File: config.mk
export PLATFORM = sky130hd
export DESIGN_NAME = static_zone_seq
export DESIGN_NICKNAME = d
export VERILOG_FILES = /design/src/rtl/szs_pkg.sv /design/src/rtl/szs_cfg_regs.sv /design/src/rtl/szs_seq.sv /design/src/rtl/static_zone_seq.sv
export SDC_FILE = /design/constraint.sdc
export NUM_CORES = 1
export LEC_CHECK = 0
export BUFFER_PORTS_ARGS = -buffer_cell sky130_fd_sc_hd__buf_2
export CAP_MARGIN = 20
export CORE_MARGIN = 4
export CORE_UTILIZATION = 48
export CTS_CLUSTER_SIZE = 30
export DETAILED_ROUTE_END_ITERATION = 7
export PLACE_DENSITY = 0.85
export SLEW_MARGIN = 10
export SYNTH_ARGS = -nofsm -noshare
export SYNTH_HDL_FRONTEND = slang
export SYNTH_HIERARCHICAL = 1
export SYNTH_SLANG_ARGS = --single-unit
File: constraint.sdc
create_clock -name clk_i -period 1.75 [get_ports clk_i]
set_input_delay 0.0875 -clock clk_i [delete_from_list [all_inputs] [get_ports clk_i]]
set_output_delay 0.0875 -clock clk_i [all_outputs]
set_load 0.01 [all_outputs]
File: src/rtl/szs_pkg.sv
package szs_pkg;
  localparam int REG_W    = 16;
  localparam int CFG_BITS = 11;
  localparam logic [CFG_BITS-1:0] CFG_RST = 11'h69F;

  typedef struct packed {
    logic       post_idle;
    logic       pre_idle;
    logic       fast_rd;
    logic       width16;
    logic       burst_wait;
    logic       burst_en;
    logic [1:0] hold_n;
    logic [2:0] wait_n;
  } zcfg_t;

  typedef enum logic [2:0] {
    PH_IDLE     = 3'd0,
    PH_GAP_POST = 3'd1,
    PH_GAP_PRE  = 3'd2,
    PH_ADDR     = 3'd3,
    PH_WAIT     = 3'd4,
    PH_DATA     = 3'd5,
    PH_HOLD     = 3'd6,
    PH_FAST     = 3'd7
  } phase_t;
endpackage

File: src/rtl/szs_cfg_regs.sv
module szs_cfg_regs
  import szs_pkg::*;
#(
  parameter int NUM_ZONES = 2,
  parameter int ZW        = 1
) (
  input  logic                        clk_i,
  input  logic                        rst_ni,
  input  logic                        we_i,
  input  logic [ZW-1:0]               sel_i,
  input  logic [REG_W-1:0]            wdata_i,
  output zcfg_t [NUM_ZONES-1:0]       cfg_o,
  output logic [REG_W-1:0]            rdata_o
);
  logic [REG_W-CFG_BITS-1:0] unused_wdata;
  assign unused_wdata = wdata_i[REG_W-1:CFG_BITS];

  for (genvar z = 0; z < NUM_ZONES; z++) begin : g_zone
    zcfg_t cfg_q;
    always_ff @(posedge clk_i or negedge rst_ni) begin
      if (!rst_ni)                          cfg_q <= zcfg_t'(CFG_RST);
      else if (we_i && sel_i == ZW'(z))     cfg_q <= zcfg_t'(wdata_i[CFG_BITS-1:0]);
    end
    assign cfg_o[z] = cfg_q;
  end

  // reserved upper bits are not stored and read as zero
  assign rdata_o = {{(REG_W-CFG_BITS){1'b0}}, cfg_o[sel_i]};
endmodule

File: src/rtl/szs_seq.sv
module szs_seq
  import szs_pkg::*;
#(
  parameter int                    NUM_ZONES   = 2,
  parameter int                    ZW          = 1,
  parameter int                    AW          = 16,
  parameter logic [NUM_ZONES-1:0]  ONCHIP_MASK = 1
) (
  input  logic                  clk_i,
  input  logic                  rst_ni,
  input  zcfg_t [NUM_ZONES-1:0] cfg_i,
  input  logic                  req_i,
  input  logic [ZW-1:0]         req_zone_i,
  input  logic [AW-1:0]         req_addr_i,
  input  logic                  req_we_i,
  input  logic                  req_wide_i,
  output logic                  ready_o,
  output logic [NUM_ZONES-1:0]  cs_o,
  output logic                  rd_o,
  output logic                  wr_o,
  output logic [AW-1:0]         addr_o,
  output logic                  lane_o,
  output logic [2:0]            phase_o,
  output logic                  done_o
);
  phase_t st_q, st_d;
  logic [2:0] cnt_q, cnt_d;
  logic       lane_q, lane_d;

  logic [2:0]    wait_q;
  logic [1:0]    hold_q;
  logic          bwait_q, fast_q, we_q, split_q, burst_q, pre_q;
  logic [ZW-1:0] zone_q;
  logic [AW-1:0] addr_q;

  logic          prev_v_q, prev_post_q;
  logic [ZW-1:0] prev_zone_q;

  zcfg_t  nc;
  logic   acc, chg, new_off, post_need, pre_need, new_split;
  phase_t start_new, start_q;

  assign nc        = cfg_i[req_zone_i];
  assign acc       = req_i && (st_q == PH_IDLE);
  assign new_off   = !ONCHIP_MASK[req_zone_i];
  assign chg       = prev_v_q && (req_zone_i != prev_zone_q);
  assign post_need = chg && prev_post_q;
  assign pre_need  = chg && new_off && nc.pre_idle;
  assign new_split = req_wide_i && !nc.width16;
  assign start_new = (nc.fast_rd && !req_we_i) ? PH_FAST : PH_ADDR;
  assign start_q   = (fast_q && !we_q) ? PH_FAST : PH_ADDR;

  always_ff @(posedge clk_i or negedge rst_ni) begin
    if (!rst_ni) begin
      st_q        <= PH_IDLE;
      cnt_q       <= '0;
      lane_q      <= 1'b0;
      wait_q      <= '0;
      hold_q      <= '0;
      bwait_q     <= 1'b0;
      fast_q      <= 1'b0;
      we_q        <= 1'b0;
      split_q     <= 1'b0;
      burst_q     <= 1'b0;
      pre_q       <= 1'b0;
      zone_q      <= '0;
      addr_q      <= '0;
      prev_v_q    <= 1'b0;
      prev_post_q <= 1'b0;
      prev_zone_q <= '0;
    end else begin
      st_q   <= st_d;
      cnt_q  <= cnt_d;
      lane_q <= lane_d;
      if (acc) begin
        wait_q      <= nc.wait_n;
        hold_q      <= nc.hold_n;
        bwait_q     <= nc.burst_wait;
        fast_q      <= nc.fast_rd;
        we_q        <= req_we_i;
        split_q     <= new_split;
        burst_q     <= new_split && !req_we_i && nc.burst_en && !nc.fast_rd;
        pre_q       <= pre_need;
        zone_q      <= req_zone_i;
        addr_q      <= req_addr_i;
        prev_v_q    <= 1'b1;
        prev_zone_q <= req_zone_i;
        prev_post_q <= new_off && nc.post_idle;
      end
    end
  end

  always_comb begin
    st_d   = st_q;
    cnt_d  = cnt_q;
    lane_d = lane_q;
    unique case (st_q)
      PH_IDLE: if (acc) begin
        lane_d = 1'b0;
        if (post_need)     st_d = PH_GAP_POST;
        else if (pre_need) st_d = PH_GAP_PRE;
        else               st_d = start_new;
      end
      PH_GAP_POST: st_d = pre_q ? PH_GAP_PRE : start_q;
      PH_GAP_PRE:  st_d = start_q;
      PH_ADDR: begin
        if (wait_q != '0) begin st_d = PH_WAIT; cnt_d = wait_q; end
        else                    st_d = PH_DATA;
      end
      PH_WAIT: begin
        if (cnt_q <= 3'd1) st_d = PH_DATA;
        else               cnt_d = cnt_q - 3'd1;
      end
      PH_DATA: begin
        if (burst_q && !lane_q) begin
          lane_d = 1'b1;
          if (bwait_q) begin st_d = PH_WAIT; cnt_d = 3'd1; end
        end else if (hold_q != '0) begin
          st_d  = PH_HOLD;
          cnt_d = {1'b0, hold_q};
        end else if (split_q && !lane_q) begin
          lane_d = 1'b1;
          st_d   = PH_ADDR;
        end else begin
          st_d = PH_IDLE;
        end
      end
      PH_HOLD: begin
        if (cnt_q <= 3'd1) begin
          if (split_q && !lane_q) begin lane_d = 1'b1; st_d = PH_ADDR; end
          else                          st_d = PH_IDLE;
        end else begin
          cnt_d = cnt_q - 3'd1;
        end
      end
      PH_FAST: begin
        if (split_q && !lane_q) lane_d = 1'b1;
        else                    st_d = PH_IDLE;
      end
      default: st_d = PH_IDLE;
    endcase
  end

  logic in_bus, strobe, final_beat;
  assign in_bus     = (st_q != PH_IDLE) && (st_q != PH_GAP_POST) && (st_q != PH_GAP_PRE);
  assign strobe     = (st_q == PH_ADDR) || (st_q == PH_WAIT) || (st_q == PH_DATA) || (st_q == PH_FAST);
  assign final_beat = !split_q || lane_q;

  assign ready_o = (st_q == PH_IDLE);
  assign cs_o    = in_bus ? (NUM_ZONES'(1) << zone_q) : '0;
  assign rd_o    = strobe && !we_q;
  assign wr_o    = strobe && we_q;
  assign lane_o  = lane_q;
  assign addr_o  = split_q ? {addr_q[AW-1:1], lane_q} : addr_q;
  assign phase_o = st_q;
  assign done_o  = ((st_q == PH_DATA) || (st_q == PH_FAST)) && final_beat;
endmodule

File: src/rtl/static_zone_seq.sv
module static_zone_seq
  import szs_pkg::*;
#(
  parameter int                    NUM_ZONES   = 2,
  parameter int                    AW          = 16,
  parameter logic [NUM_ZONES-1:0]  ONCHIP_MASK = 1,
  localparam int                   ZW          = (NUM_ZONES > 1) ? $clog2(NUM_ZONES) : 1
) (
  input  logic                 clk_i,
  input  logic                 rst_ni,
  input  logic                 cfg_we_i,
  input  logic [ZW-1:0]        cfg_sel_i,
  input  logic [15:0]          cfg_wdata_i,
  output logic [15:0]          cfg_rdata_o,
  input  logic                 req_i,
  input  logic [ZW-1:0]        req_zone_i,
  input  logic [AW-1:0]        req_addr_i,
  input  logic                 req_we_i,
  input  logic                 req_wide_i,
  output logic                 ready_o,
  output logic [NUM_ZONES-1:0] cs_o,
  output logic                 rd_o,
  output logic                 wr_o,
  output logic [AW-1:0]        addr_o,
  output logic                 lane_o,
  output logic [2:0]           phase_o,
  output logic                 done_o
);
  zcfg_t [NUM_ZONES-1:0] cfg;

  szs_cfg_regs #(.NUM_ZONES(NUM_ZONES), .ZW(ZW)) u_regs (
    .clk_i   (clk_i),
    .rst_ni  (rst_ni),
    .we_i    (cfg_we_i),
    .sel_i   (cfg_sel_i),
    .wdata_i (cfg_wdata_i),
    .cfg_o   (cfg),
    .rdata_o (cfg_rdata_o)
  );

  szs_seq #(.NUM_ZONES(NUM_ZONES), .ZW(ZW), .AW(AW), .ONCHIP_MASK(ONCHIP_MASK)) u_seq (
    .clk_i      (clk_i),
    .rst_ni     (rst_ni),
    .cfg_i      (cfg),
    .req_i      (req_i),
    .req_zone_i (req_zone_i),
    .req_addr_i (req_addr_i),
    .req_we_i   (req_we_i),
    .req_wide_i (req_wide_i),
    .ready_o    (ready_o),
    .cs_o       (cs_o),
    .rd_o       (rd_o),
    .wr_o       (wr_o),
    .addr_o     (addr_o),
    .lane_o     (lane_o),
    .phase_o    (phase_o),
    .done_o     (done_o)
  );
endmodule

==> implementation parameters, run 1 <==
Parameter                              Value

Synth
  Number of warnings reported in the yosys synthesis log    6
  Yosys reg bits    59
  Number of enable flip-flop cells after synthesis    0
  Ys flop type    sky130_fd_sc_hd__dfrtp_1
  Syn Std Cell Area    3180 µm²
  Cell count after synthesis    303
  Average instance area after synthesis    10.5 µm²
  Fraction of the yosys area taken by sequential cells    0.471
  Post-synthesis async set-or-reset flop share    1.00
  Post-synthesis cell type count    53

Floorplanning
  Horizontal die dimension    89.4 µm
  Boundary Pins    82
  Number of cell rows    29
  DIE AREA    7990 µm²
  Die extent in y    89.4 µm
  Effective utilization at floorplan    0.498
  Core footprint    6390 µm²

Clocking
  Deepest clock path buffer count    2
  CTS tree    yes
  Number of buffers inserted during clock tree synthesis    9
  Clock tree sinks    59
  Clock Pin Slew Worst Setup and Hold Paths    60 ps
  Number of H-tree levels    3
  Clock Latency Late Sink    330 ps
  Clock root buffer    sky130_fd_sc_hd__clkbuf_8

Placed design
  Number of I/O port buffers    71
  Hpwl dp    5.13 mm
  Instance area at placement    3600 µm²
  Final weighted congestion of routability-driven global placement    0.913
  # placed instances    443
  Pre-CTS WS    -25.0 ps

Timing
  Final number of setup-violating endpoints    0
  Accumulated negative setup slack    0 ps
  Final Worst Setup Slack    15.6 ps
  Actual slew at the worst max-slew pin    498 ps
  Setup Skew    4.27 ps
  Worst slew margin relative to its limit    0.663
  Max Slew Vio Count    0
  Final critical path time including I/O delays and setup    1730 ps
  Count of endpoints failing hold in the final timing report    0
  Worst hold slack    36.8 ps
  Setup repair after global routing missed its margin    yes
  Maximum clock frequency    577 MHz
  Tcrit/Tclk final    0.991

Finish
  Layout overhead on the synthesized area    30.0%
  Multi-input combinational cell area    1440 µm²
  Finished Core Util    0.647
  Final #Nets    452
  Post-layout instance count excluding filler cells    492
  Seq. cell area    1500 µm²
  Filler Cells Inserted    514
  Antenna cells    0
  Most frequent cells in the layout    sky130_fd_sc_hd__nand2_1 (75), sky130_fd_sc_hd__buf_2 (71), sky130_fd_sc_hd__dfrtp_1 (41)
  Final Instance Area    4130 µm²
  Proportion of layout cells with a drive suffix above 1    0.417
  Most common library cell in the layout ignoring fill and taps    sky130_fd_sc_hd__nand2_1

Pwr
  Net switching power figure    2.27 mW
  Switching Fraction    0.361
  Int Pwr    4.02 mW
  Cell area power density    1520 nW/µm²
  Power, Total    6.29 mW
  Maximum VDD drop    0.875 mV
  Comb power frac    0.445
  Flop pwr share    0.359
  Leakage    2.05 nW
  Part of the power in the clock network    0.196

Route
  Avg Vias per Cell    5.11
  Drt wl/cell    14.9 µm
  DRC violations left    0
  Overall routed net length    7.32 mm
  DR pass1 iterations    4
  Initial DRC count    169
  Number of antenna-violating nets in the routed design    0
  Total via count in the routed design    2512

Flow run
  Number of max-capacitance violations reported    0

Global routing
  Global route total overflow    0
  First-pass GRT wire length    11.9 mm
  Pin count of the biggest net entering global routing    45
  Initial antenna violation count    0
  Vias in the first global route    2513
  Global Route Usage Sum    0.194

Worst setup path
  Cell Chain, Critical Path    buf_6 -> a21bo_2 -> o21a_1 -> or4_4 -> mux2i_1
  Worst Path Required    1990 ps
  Type of destination of the critical path    flop
  Largest fanout on the critical path    5
  Data arrival time of the worst path    1970 ps
  Kind of start point of the critical path    flop
  Slowest stage delay, CP    550 ps
  Path type of the worst setup path    flop to flop
  Standard cell with the maximum stage delay on the critical path    sky130_fd_sc_hd__or4_4

Min path
  Class of the tightest hold or removal check    input port to flop

Outcome
  Run status    finished clean
Yosys cell counts, types with 3 or more instances:
cell type / instances / share of area
sky130_fd_sc_hd__o21ai_0: 9 / 0.014
sky130_fd_sc_hd__o21ai_1: 3 / 0.0047
sky130_fd_sc_hd__dfrtp_1: 43 / 0.34
sky130_fd_sc_hd__clkbuf_1: 9 / 0.011
sky130_fd_sc_hd__nand2b_1: 5 / 0.0098
sky130_fd_sc_hd__mux2_2: 15 / 0.053
sky130_fd_sc_hd__mux2_4: 20 / 0.094
sky130_fd_sc_hd__a21oi_1: 8 / 0.013
sky130_fd_sc_hd__dfstp_2: 16 / 0.13
sky130_fd_sc_hd__mux2i_1: 9 / 0.028
sky130_fd_sc_hd__nor2_1: 9 / 0.011
sky130_fd_sc_hd__nor3_1: 3 / 0.0047
sky130_fd_sc_hd__nand2_1: 75 / 0.089
sky130_fd_sc_hd__nor2b_1: 3 / 0.0059
sky130_fd_sc_hd__inv_1: 7 / 0.0083
sky130_fd_sc_hd__buf_4: 22 / 0.052
sky130_fd_sc_hd__buf_6: 3 / 0.011
area by class of cell:
| class | instances | area share |
|---|---|---|
| Multi-Input combinational cell | 206 | 0.348 |
| Timing Repair Buffer | 126 | 0.211 |
| Sequential cell | 59 | 0.363 |
| Clock buffer | 14 | 0.0394 |
| Clock inverter | 2 | 0.00848 |
| Tap cell | 77 | 0.0233 |
| Inverter | 8 | 0.00727 |
worst max-delay path, delay by kind of cell (launching register included):
kind / cells / cell delay [ps]
buf+inv: 1 / 140
simple gates: 1 / 550
compound gates: 2 / 320
flops: 1 / 440
mux: 1 / 190
flip-flops by register name, summed over array words and instances, names as in the netlist:
register / flops
u_regs/cfg_o: 22
u_seq/addr_q: 16
u_seq/burst_q: 1
u_seq/bwait_q: 1
u_seq/cnt_q: 3
u_seq/fast_q: 1
u_seq/hold_q: 2
u_seq/lane_o: 1
u_seq/phase_o: 3
u_seq/pre_q: 1
u_seq/prev_post_q: 1
u_seq/prev_v_q: 1
u_seq/prev_zone_q: 1
u_seq/split_q: 1
u_seq/wait_q: 3
u_seq/we_q: 1
power groups by stage:
stage,Clock [mW],Sequential (mW),Combinational (mW)
finish,1.23,2.26,2.80
global route,1.33,2.33,3.11
CTS,1.28,2.27,2.70
detailed placement,0,2.28,2.64
global placement,0,2.25,2.59
floorplan,0,2.19,1.88
timing repair:
action | CTS | global route
setup endpoints to repair | 3 | 5
pin swaps | 0 | 2
hold buffers | 29 | 0
hold endpoints to repair | 51 | 0
buffers inserted | 0 | 4
gates resized for setup | 2 | 4
routing by layer:
metal,GRT usage,vias to the layer above,share of wire
li1,-,1225,-
met1,0.268,1199,0.45
met2,0.304,77,0.48
met3,0.0378,11,0.059
met4,0.0677,0,0.013
met5,0,-,0
cell families (layout without fill, tap and decap cells):
logic type,count (synthesis),count (layout),synth area share
and+or+nand+nor,111,111,0.164
DFF,59,59,0.471
muxes,45,45,0.180
AOI/OAI and AO/OA,42,42,0.0910
buffers and inverters,42,150,0.0827
adders and majority gates,2,2,0.00787
other,1,5,0.00118
xor gates and xnor gates,1,1,0.00276
path summary, 6_finish.rpt:
| check | end | cells after the start | slack, ps | startpoint |
|---|---|---|---|---|
| setup / recovery | u_seq/cnt_q[0]$_DFFE_PN0P_ | 5 | 20 | u_seq/phase_o[0]$_DFFE_PN0P_ |
| hold / removal | u_regs/cfg_o[18]$_DFFE_PN1P_ | 2 | 40 | cfg_wdata_i[7] |
| setup reg to reg | u_seq/cnt_q[0]$_DFFE_PN0P_ | 5 | 20 | u_seq/phase_o[0]$_DFFE_PN0P_ |
| hold reg to reg | u_seq/addr_q[2]$_DFFE_PN0P_ | 2 | 470 | u_seq/addr_q[2]$_DFFE_PN0P_ |
| max in group asynchronous | u_regs/cfg_o[10]$_DFFE_PN1P_ | 3 | 940 | rst_ni |
| min in group asynchronous | u_seq/wait_q[2]$_DFFE_PN0P_ | 2 | 200 | rst_ni |
Power figures use the tool's default switching activity.
==> run 2, diff against run 1 <==
CORE_UTILIZATION = 50   (was 48)
CTS_BUF_LIST = sky130_fd_sc_hd__clkbuf_4 sky130_fd_sc_hd__clkbuf_8   (was unset)
PLACE_DENSITY = 0.88   (was 0.85)
==> run 2 against run 1 <==
Effect of this change: cell area down 2.3%; clock power down 8%; via count up 0.96%; worst setup slack better by 32 ps; die area down 3.6%; first-iteration DRC count down 15%; power down 3.0%; critical path depth unchanged; critical path type is now flop to primary output; largest cell class unchanged.
==> implementation parameters, run 2 (synthesized netlist as in run 1, its figures left out) <==
Parameter                              Value

Route
  Overall routed net length    7.48 mm
  DRC violations left    0
  DR pass1 iterations    4
  Number of antenna-violating nets in the routed design    0
  Drt wl/cell    15.5 µm
  Avg Vias per Cell    5.26
  Total via count in the routed design    2536
  Initial DRC count    143

Worst setup path
  Kind of start point of the critical path    flop
  Path type of the worst setup path    flop to primary output
  Data arrival time of the worst path    1610 ps
  Largest fanout on the critical path    6
  Type of destination of the critical path    primary output
  Worst Path Required    1660 ps
  Slack of the worst reg-to-reg path    50 ps

Timing
  Count of endpoints failing hold in the final timing report    0
  Accumulated negative setup slack    0 ps
  Worst hold slack    23.7 ps
  Final critical path time including I/O delays and setup    1700 ps
  Tcrit/Tclk final    0.973
  Maximum clock frequency    587 MHz
  Final Worst Setup Slack    47.6 ps
  Setup repair after global routing missed its margin    yes
  Max Slew Vio Count    0
  Setup Skew    10.2 ps
  Final number of setup-violating endpoints    0

Floorplanning
  Number of cell rows    28
  Boundary Pins    82
  Core footprint    6060 µm²
  Die extent in y    87.7 µm
  DIE AREA    7700 µm²
  Horizontal die dimension    87.7 µm
  Effective utilization at floorplan    0.524

Finish
  Post-layout instance count excluding filler cells    482
  Antenna cells    0
  Final #Nets    444
  Proportion of layout cells with a drive suffix above 1    0.425
  Final Instance Area    4030 µm²
  Layout overhead on the synthesized area    26.9%
  Flip-flop count of the largest register after layout    22
  Most common library cell in the layout ignoring fill and taps    sky130_fd_sc_hd__nand2_1
  Filler Cells Inserted    469
  Most frequent cells in the layout    sky130_fd_sc_hd__nand2_1 (75), sky130_fd_sc_hd__buf_2 (71), sky130_fd_sc_hd__dfrtp_1 (40)
  Finished Core Util    0.666

Placed design
  Pre-CTS WS    -22.1 ps
  Number of I/O port buffers    71
  Instance area at placement    3560 µm²
  Hpwl dp    5.24 mm
  # placed instances    437
  Final weighted congestion of routability-driven global placement    0.943

Pwr
  Cell area power density    1510 nW/µm²
  Maximum VDD drop    0.904 mV
  Power, Total    6.11 mW
  Leakage    2.01 nW

Clocking
  Clock Pin Slew Worst Setup and Hold Paths    70 ps
  Number of H-tree levels    3
  Deepest clock path buffer count    2
  CTS tree    yes
  Clock Latency Late Sink    330 ps
  Number of buffers inserted during clock tree synthesis    9
  Clock root buffer    sky130_fd_sc_hd__clkbuf_8
  Clock tree sinks    59

Global routing
  Global Route Usage Sum    0.209
  Initial antenna violation count    0
  Pin count of the biggest net entering global routing    47
  Global route total overflow    0
  Vias in the first global route    2567
  First-pass GRT wire length    12.4 mm

Min path
  Class of the tightest hold or removal check    input port to flop

Outcome
  Run status    finished clean

Flow run
  Number of max-capacitance violations reported    0
[run 2: cell types whose count changed in the layout (fill, tap and decap cells not counted), sizes merged]
cell / change
buf: -5
bufinv: -1
dlygate4sd3: -3
clkinv: +1
[run 2: cell type report]
class / count / area, µm² / share of cell area
Timing Repair Buffer: 118 / 786 / 0.195
Inverter: 8 / 30.0 / 0.00744
Multi-Input combinational cell: 206 / 1440 / 0.357
Clock buffer: 14 / 174 / 0.0431
Clock inverter: 2 / 10.0 / 0.00248
Sequential cell: 59 / 1500 / 0.372
Tap cell: 75 / 93.8 / 0.0233
[run 2: routing by layer]
layer / share of wire / routed length, µm / GRT usage / vias to the layer above
li1: - / - / - / 1215
met1: 0.44 / 3290 / 0.279 / 1218
met2: 0.48 / 3620 / 0.336 / 96
met3: 0.067 / 504 / 0.0574 / 7
met4: 0.0095 / 71 / 0.0600 / 0
met5: 0 / 0 / 0 / -
[run 2: final timing paths]
kind | cells past startpoint | to | startpoint
max | 5 | wr_o | u_seq/phase_o[1]$_DFFE_PN0P_
min | 2 | u_regs/cfg_o[14]$_DFFE_PN1P_ | cfg_wdata_i[3]
max reg2reg | 5 | u_seq/phase_o[2]$_DFFE_PN0P_ | u_seq/phase_o[0]$_DFFE_PN0P_
min reg2reg | 2 | u_seq/addr_q[1]$_DFFE_PN0P_ | u_seq/addr_q[1]$_DFFE_PN0P_
max in group asynchronous | 3 | u_regs/cfg_o[0]$_DFFE_PN1P_ | rst_ni
min in group asynchronous | 2 | u_seq/addr_q[7]$_DFFE_PN0P_ | rst_ni
[run 2: power by group]
group | internal (mW) | total (mW) | leakage, nW | switching [mW]
clock | 0.635 | 1.13 | 0.101 | 0.499
sequential | 1.88 | 2.27 | 0.696 | 0.385
combinational | 1.32 | 2.71 | 1.21 | 1.38
total | 3.84 | 6.11 | 2.01 | 2.27
[run 2: repair_timing]
item                       in CTS  in global routing
gates cloned                    0                  0
hold endpoints to repair       42                  1
resized for setup               2                  3
buffers inserted                1                  2
setup endpoints to repair       6                  8
pin swaps                       0                  1
hold buffers                   25                  1
[run 2: critical path, cell delays in order (launching register included)]
cell	delay, ps
sky130_fd_sc_hd__dfrtp_2	440
sky130_fd_sc_hd__buf_4	170
sky130_fd_sc_hd__buf_4	140
sky130_fd_sc_hd__nand2b_2	220
sky130_fd_sc_hd__a21oi_1	170
sky130_fd_sc_hd__buf_2	150
